==> src/rtl/ddr_init_pkg.sv <==
package ddr_init_pkg;

  typedef enum logic [3:0] {
    ST_IDLE, ST_STABLE, ST_CKEUP, ST_PRE1, ST_EMRS,
    ST_MRSD, ST_PRE2, ST_REF, ST_MRSF, ST_DONE
  } step_e;

  typedef enum logic [1:0] {CMD_NOP, CMD_PRE, CMD_REF, CMD_MRS} cmd_e;

  typedef struct packed {
    logic cs_n;
    logic ras_n;
    logic cas_n;
    logic we_n;
  } pins_t;

  function automatic pins_t cmd_pins(cmd_e c);
    case (c)
      CMD_PRE: return 4'b0010;
      CMD_REF: return 4'b0001;
      CMD_MRS: return 4'b0000;
      default: return 4'b0111;
    endcase
  endfunction

endpackage

==> src/rtl/ddr_init_timer.sv <==
module ddr_init_timer #(
  parameter int W = 8
) (
  input  logic         clk_i,
  input  logic         rst_ni,
  input  logic         load_i,
  input  logic [W-1:0] val_i,
  output logic         zero_o
);
  logic [W-1:0] cnt_q;

  always_ff @(posedge clk_i or negedge rst_ni) begin
    if (!rst_ni)             cnt_q <= '0;
    else if (load_i)         cnt_q <= val_i;
    else if (cnt_q != '0)    cnt_q <= cnt_q - 1'b1;
  end

  assign zero_o = (cnt_q == '0);
endmodule

==> src/rtl/ddr_init_dll_cnt.sv <==
module ddr_init_dll_cnt #(
  parameter int T_DLL = 200
) (
  input  logic clk_i,
  input  logic rst_ni,
  input  logic start_i,
  output logic done_o
);
  localparam int DW = $clog2(T_DLL + 1);
  logic [DW-1:0] cnt_q;

  always_ff @(posedge clk_i or negedge rst_ni) begin
    if (!rst_ni)                                       cnt_q <= '0;
    else if (start_i)                                  cnt_q <= DW'(1);
    else if (cnt_q != '0 && cnt_q != DW'(T_DLL))       cnt_q <= cnt_q + 1'b1;
  end

  assign done_o = (cnt_q == DW'(T_DLL));
endmodule

==> src/rtl/ddr_init_cmd_enc.sv <==
module ddr_init_cmd_enc
  import ddr_init_pkg::*;
#(
  parameter int          A_W     = 12,
  parameter int          BA_W    = 2,
  parameter logic [2:0]  MR_BL   = 3'b010,
  parameter logic        MR_BT   = 1'b0,
  parameter logic [2:0]  MR_CL   = 3'b010,
  parameter logic        DLL_DIS = 1'b0,
  parameter logic        DRV_HALF = 1'b0
) (
  input  step_e            step_i,
  input  logic             fire_i,
  output logic             cke_o,
  output pins_t            pins_o,
  output logic [BA_W-1:0]  ba_o,
  output logic [A_W-1:0]   addr_o
);
  cmd_e cmd;

  always_comb begin
    cke_o  = !(step_i inside {ST_IDLE, ST_STABLE});
    cmd    = CMD_NOP;
    ba_o   = '0;
    addr_o = '0;
    if (fire_i) begin
      case (step_i)
        ST_PRE1, ST_PRE2: begin
          cmd        = CMD_PRE;
          addr_o[10] = 1'b1;
        end
        ST_EMRS: begin
          cmd       = CMD_MRS;
          ba_o      = BA_W'(1);
          addr_o[0] = DLL_DIS;
          addr_o[1] = DRV_HALF;
        end
        ST_MRSD, ST_MRSF: begin
          cmd         = CMD_MRS;
          addr_o[2:0] = MR_BL;
          addr_o[3]   = MR_BT;
          addr_o[6:4] = MR_CL;
          addr_o[8]   = (step_i == ST_MRSD);
        end
        ST_REF:  cmd = CMD_REF;
        default: cmd = CMD_NOP;
      endcase
    end
    pins_o = cmd_pins(cmd);
  end
endmodule

==> src/rtl/ddr_init_seq.sv <==
module ddr_init_seq
  import ddr_init_pkg::*;
#(
  parameter int          A_W      = 12,
  parameter int          BA_W     = 2,
  parameter int          T_STABLE = 20000,
  parameter int          T_RP     = 3,
  parameter int          T_MRD    = 2,
  parameter int          T_RFC    = 10,
  parameter int          N_REF    = 2,
  parameter int          T_DLL    = 200,
  parameter logic [2:0]  MR_BL    = 3'b010,
  parameter logic        MR_BT    = 1'b0,
  parameter logic [2:0]  MR_CL    = 3'b010,
  parameter logic        DLL_DIS  = 1'b0,
  parameter logic        DRV_HALF = 1'b0
) (
  input  logic             clk_i,
  input  logic             rst_ni,
  input  logic             start_i,
  output logic             cke_o,
  output logic             cs_no,
  output logic             ras_no,
  output logic             cas_no,
  output logic             we_no,
  output logic [BA_W-1:0]  ba_o,
  output logic [A_W-1:0]   addr_o,
  output logic             ready_o,
  output logic             rd_ok_o
);
  localparam int M1   = (T_STABLE > T_RP)  ? T_STABLE : T_RP;
  localparam int M2   = (T_MRD > T_RFC)    ? T_MRD    : T_RFC;
  localparam int MAXT = (M1 > M2) ? M1 : M2;
  localparam int TW   = $clog2(MAXT + 1);
  localparam int RW   = (N_REF > 1) ? $clog2(N_REF) : 1;

  step_e         state_q, state_d;
  logic          fire_q, fire_d;
  logic [RW-1:0] ref_q, ref_d;
  logic          load;
  logic [TW-1:0] dur;
  logic          tmr_zero;
  logic          dll_done;
  pins_t         pins;

  always_comb begin
    state_d = state_q;
    fire_d  = 1'b0;
    ref_d   = ref_q;
    load    = 1'b0;
    dur     = '0;
    case (state_q)
      ST_IDLE: if (start_i) begin
        state_d = ST_STABLE;
        load    = 1'b1;
        dur     = TW'(T_STABLE - 1);
      end
      ST_DONE: ;
      default: if (tmr_zero) begin
        load   = 1'b1;
        fire_d = 1'b1;
        case (state_q)
          ST_STABLE: begin state_d = ST_CKEUP; fire_d = 1'b0; end
          ST_CKEUP:  begin state_d = ST_PRE1; dur = TW'(T_RP - 1);  end
          ST_PRE1:   begin state_d = ST_EMRS; dur = TW'(T_MRD - 1); end
          ST_EMRS:   begin state_d = ST_MRSD; dur = TW'(T_MRD - 1); end
          ST_MRSD:   begin state_d = ST_PRE2; dur = TW'(T_RP - 1);  end
          ST_PRE2: begin
            state_d = ST_REF;
            ref_d   = '0;
            dur     = TW'(T_RFC - 1);
          end
          ST_REF: begin
            if (ref_q == RW'(N_REF - 1)) begin
              state_d = ST_MRSF;
              dur     = TW'(T_MRD - 1);
            end else begin
              ref_d = ref_q + 1'b1;
              dur   = TW'(T_RFC - 1);
            end
          end
          default: begin state_d = ST_DONE; fire_d = 1'b0; load = 1'b0; end
        endcase
      end
    endcase
  end

  always_ff @(posedge clk_i or negedge rst_ni) begin
    if (!rst_ni) begin
      state_q <= ST_IDLE;
      fire_q  <= 1'b0;
      ref_q   <= '0;
    end else begin
      state_q <= state_d;
      fire_q  <= fire_d;
      ref_q   <= ref_d;
    end
  end

  ddr_init_timer #(.W(TW)) u_tmr (
    .clk_i  (clk_i),
    .rst_ni (rst_ni),
    .load_i (load),
    .val_i  (dur),
    .zero_o (tmr_zero)
  );

  ddr_init_dll_cnt #(.T_DLL(T_DLL)) u_dll (
    .clk_i   (clk_i),
    .rst_ni  (rst_ni),
    .start_i (fire_q && state_q == ST_MRSD),
    .done_o  (dll_done)
  );

  ddr_init_cmd_enc #(
    .A_W(A_W), .BA_W(BA_W), .MR_BL(MR_BL), .MR_BT(MR_BT),
    .MR_CL(MR_CL), .DLL_DIS(DLL_DIS), .DRV_HALF(DRV_HALF)
  ) u_enc (
    .step_i (state_q),
    .fire_i (fire_q),
    .cke_o  (cke_o),
    .pins_o (pins),
    .ba_o   (ba_o),
    .addr_o (addr_o)
  );

  assign cs_no   = pins.cs_n;
  assign ras_no  = pins.ras_n;
  assign cas_no  = pins.cas_n;
  assign we_no   = pins.we_n;
  assign ready_o = (state_q == ST_DONE);
  assign rd_ok_o = ready_o && dll_done;
endmodule

==> config.mk <==
export PLATFORM = sky130hd
export DESIGN_NAME = ddr_init_seq
export DESIGN_NICKNAME = d
export VERILOG_FILES = /design/src/rtl/ddr_init_pkg.sv /design/src/rtl/ddr_init_timer.sv /design/src/rtl/ddr_init_dll_cnt.sv /design/src/rtl/ddr_init_cmd_enc.sv /design/src/rtl/ddr_init_seq.sv
export SDC_FILE = /design/constraint.sdc
export NUM_CORES = 1
export LEC_CHECK = 0
export CAP_MARGIN = 20
export CORE_MARGIN = 2
export CORE_UTILIZATION = 55
export CTS_CLUSTER_SIZE = 10
export DETAILED_ROUTE_END_ITERATION = 16
export GPL_TIMING_DRIVEN = 0
export PLACE_DENSITY = 0.82
export SKIP_CTS_REPAIR_TIMING = 1
export SLEW_MARGIN = 20
export SYNTH_ARGS = -nofsm -noshare
export SYNTH_HDL_FRONTEND = slang
export SYNTH_SLANG_ARGS = --single-unit
==> constraint.sdc <==
create_clock -name clk_i -period 2.1 [get_ports clk_i]
set_input_delay 0.315 -clock clk_i [delete_from_list [all_inputs] [get_ports clk_i]]
set_output_delay 0.315 -clock clk_i [all_outputs]
set_load 0.02 [all_outputs]
==> flow_summary.ini <==
[run_status]
status = complete, but fails checks
violations = negative hold slack

[logic_synthesis]
yosys.area_share.simple_pct = 27.1
synth_edf_count = 0
yosys_warnings = 0
synthXorXnorAreaFrac_pct = 5.29
yosysSeqAreaShare_pct = 39.8
yosysTopAreaCell = dfrtp_1
synth_area_leaders = dfrtp_1 (40%), buf_4 (4.5%), nor2_1 (4.3%)
synth-compound-area-share_pct = 14.8
netlist_area_mm2 = 0.00182
ys.flop_type = dfrtp_1
synth-seq-cells = 29
synth_area_per_cell_um2 = 8.93
synth_top_area_share_pct = 39.8
synth_fa_ha_area_share_pct = 2.06
ys_async_sr_fraction_pct = 100
syn_inst = 204
synth_top_family_by_area = simple AND/OR/NAND/NOR gates
synth.mux.area_fraction_pct = 1.72
synth.distinct_cells = 44

[placed_design]
dp_cells = 270
gp_congestion = 0.847
place_ws_ps = -342
dp_hpwl_mm = 2.60
place_area_mm2 = 0.00204
portBuffers = 13

[route]
antenna_left = 0
wl_mm = 4.10
routed_via_density = 5.70
num_vias = 1646
drtIter0Drc = 99
drc = 0
wl_per_cell_um = 14.2
firstDrtPassIters = 4

[critical_path]
arrival_ps = 1690
crit_type = flip-flop to output port
path_max_fanout = 10
startpoint_type = flip-flop
cp.required_ps = 1780
end_kind = output port

[sta]
finalCriticalPeriod_ps = 2010
final_hold_viol_count = 24
max_slew_margin_pct = 46.8
drv_slew = 0
period_share_pct = 95.5
worstMarginPinSlew_ps = 791
timing.hold.ws_ps = -22.1
timing.final.ws_setup_ps = 94.3
setup_tns_ps = 0
clock_skew_ps = 9.81
finalSetupViolations = 0
max_freq_mhz = 499

[power]
p_per_area_mw_per_mm2 = 697
p_leak_nw = 1.12
ir_drop_mv = 0.507

[floorplanning]
rows = 20
core_area_mm2 = 0.00310
die-area_mm2 = 0.00379
start_util_pct = 58.7
pin_count = 24
die_w_um = 61.6
die_height_um = 61.6

[clock_network]
clock-sinks = 29
cts-root-buf = clkbuf_4
cts_max_path_buffers = 2
insertion_delay_ps = 340
tritoncts = yes
h-tree-depth = 2
cts_buffers = 5
clkTransAtPathRegs_ps = 100

[grt]
grt_first_pass_wirelength_mm = 6.35
grt_pass1_vias = 1373
overflow = 0
grt_max_degree = 30
grt_util_all_layers_pct = 23.1
antenna_found_initial = 0

[cells_and_area]
layout-drive-gt1-share_pct = 23.7
final_cells = 289
diodes = 0
layout_common_cells = buf_4 (27), dfrtp_1 (25), nor2_1 (21), o21ai_0 (14), a21oi_1 (13)
area.growth.synth_to_final_pct = 24.1
fin_nets = 250
final_area_mm2 = 0.00226
final_common_cell = buf_4

[min_path]
hp-class = input port to async pin

[job]
drv_cap = 0
## flip-flops by register name, indices dropped and copies added, names as in the netlist
name         flops
u_tmr.cnt_q     15
u_dll.cnt_q      8
state_q          4
fire_q           1
ref_q            1
## cells by family after synthesis
family	after synthesis
simple gates	84
buf+inv	28
mux	3
fa+ha+maj	3
flops	29
xor+xnor	11
compound gates	45
other cells	1
## cell type report
cell class / count / area [um2]
clock buffers: 7 / 65.1
inverters: 6 / 22.5
multi-input cells: 156 / 1000
well taps: 44 / 55.1
fillers: 244 / 842
repair buffers: 27 / 243
flip-flops and latches: 29 / 731
plain buffers: 19 / 140
clock inverters: 1 / 5.00
## critical path, cell delays in order, from the launching register on
cell and delay [ps]:
dfrtp_2 460, clkbuf_2 250, a21oi_1 120, nor4b_1 310, clkbuf_2 230
## metrics by stage
step / util [%] / power (mW)
3_5_place_dp: 65.6 / 1.10
2_1_floorplan: - / 1.02
5_1_grt: 72.9 / 1.67
6_report: 72.9 / 1.58
4_1_cts: 67.9 / 1.50
3_3_place_gp: 65.8 / 1.09
## power breakdown
part	total (mW)	internal (mW)	switching (mW)
Sequential	0.782	0.650	0.133
Combinational	0.397	0.195	0.202
Clock	0.396	0.194	0.202
## cell usage after synthesis, types with 2 or more instances
| cell type | n |
|---|---|
| o21ai_0 | 14 |
| o31ai_1 | 4 |
| buf_1 | 2 |
| nand2_1 | 8 |
| nand3_1 | 7 |
| nand4_1 | 3 |
| buf_4 | 11 |
| or4_1 | 4 |
| nand3b_1 | 3 |
| nand2b_1 | 7 |
| buf_6 | 2 |
| ha_1 | 3 |
| inv_1 | 6 |
| nor4_1 | 4 |
| mux2i_1 | 2 |
| xnor2_1 | 4 |
| or3_1 | 5 |
| a21oi_1 | 13 |
| nor2_1 | 21 |
| clkbuf_1 | 6 |
| xor2_1 | 7 |
| and3_1 | 5 |
| a31oi_1 | 5 |
| dfrtp_1 | 29 |
| nor3_1 | 5 |
| nand4b_1 | 3 |
| o21bai_1 | 2 |
| nor4b_1 | 3 |
## layer usage
layer  share of wire (%)  routed length (um)  track usage (%)  vias up
met5                   0                   0                0        -
met4                 1.6                  64             8.51        0
met3                 6.3                 257             6.51        6
met2                  50                2040             34.6       67
met1                  42                1730             31.8      775
li1                    -                   -                -      798
## worst paths after layout
| check | startpoint | depth (start not counted) | endpoint | slack [ps] |
|---|---|---|---|---|
| setup reg to reg | u_tmr.cnt_q[0] | 9 | u_tmr.cnt_q[3] | 130 |
| hold / removal | rst_ni | 1 | u_tmr.cnt_q[11] | -20 |
| min in group clk_i | u_tmr.cnt_q[14] | 2 | u_tmr.cnt_q[14] | 550 |
| hold reg to reg | u_tmr.cnt_q[14] | 2 | u_tmr.cnt_q[14] | 550 |
| setup / recovery | state_q[1] | 4 | addr_o[10] | 90 |
| max in group asynchronous | rst_ni | 1 | state_q[1] | 1660 |
(Power assumes the default switching activity.)
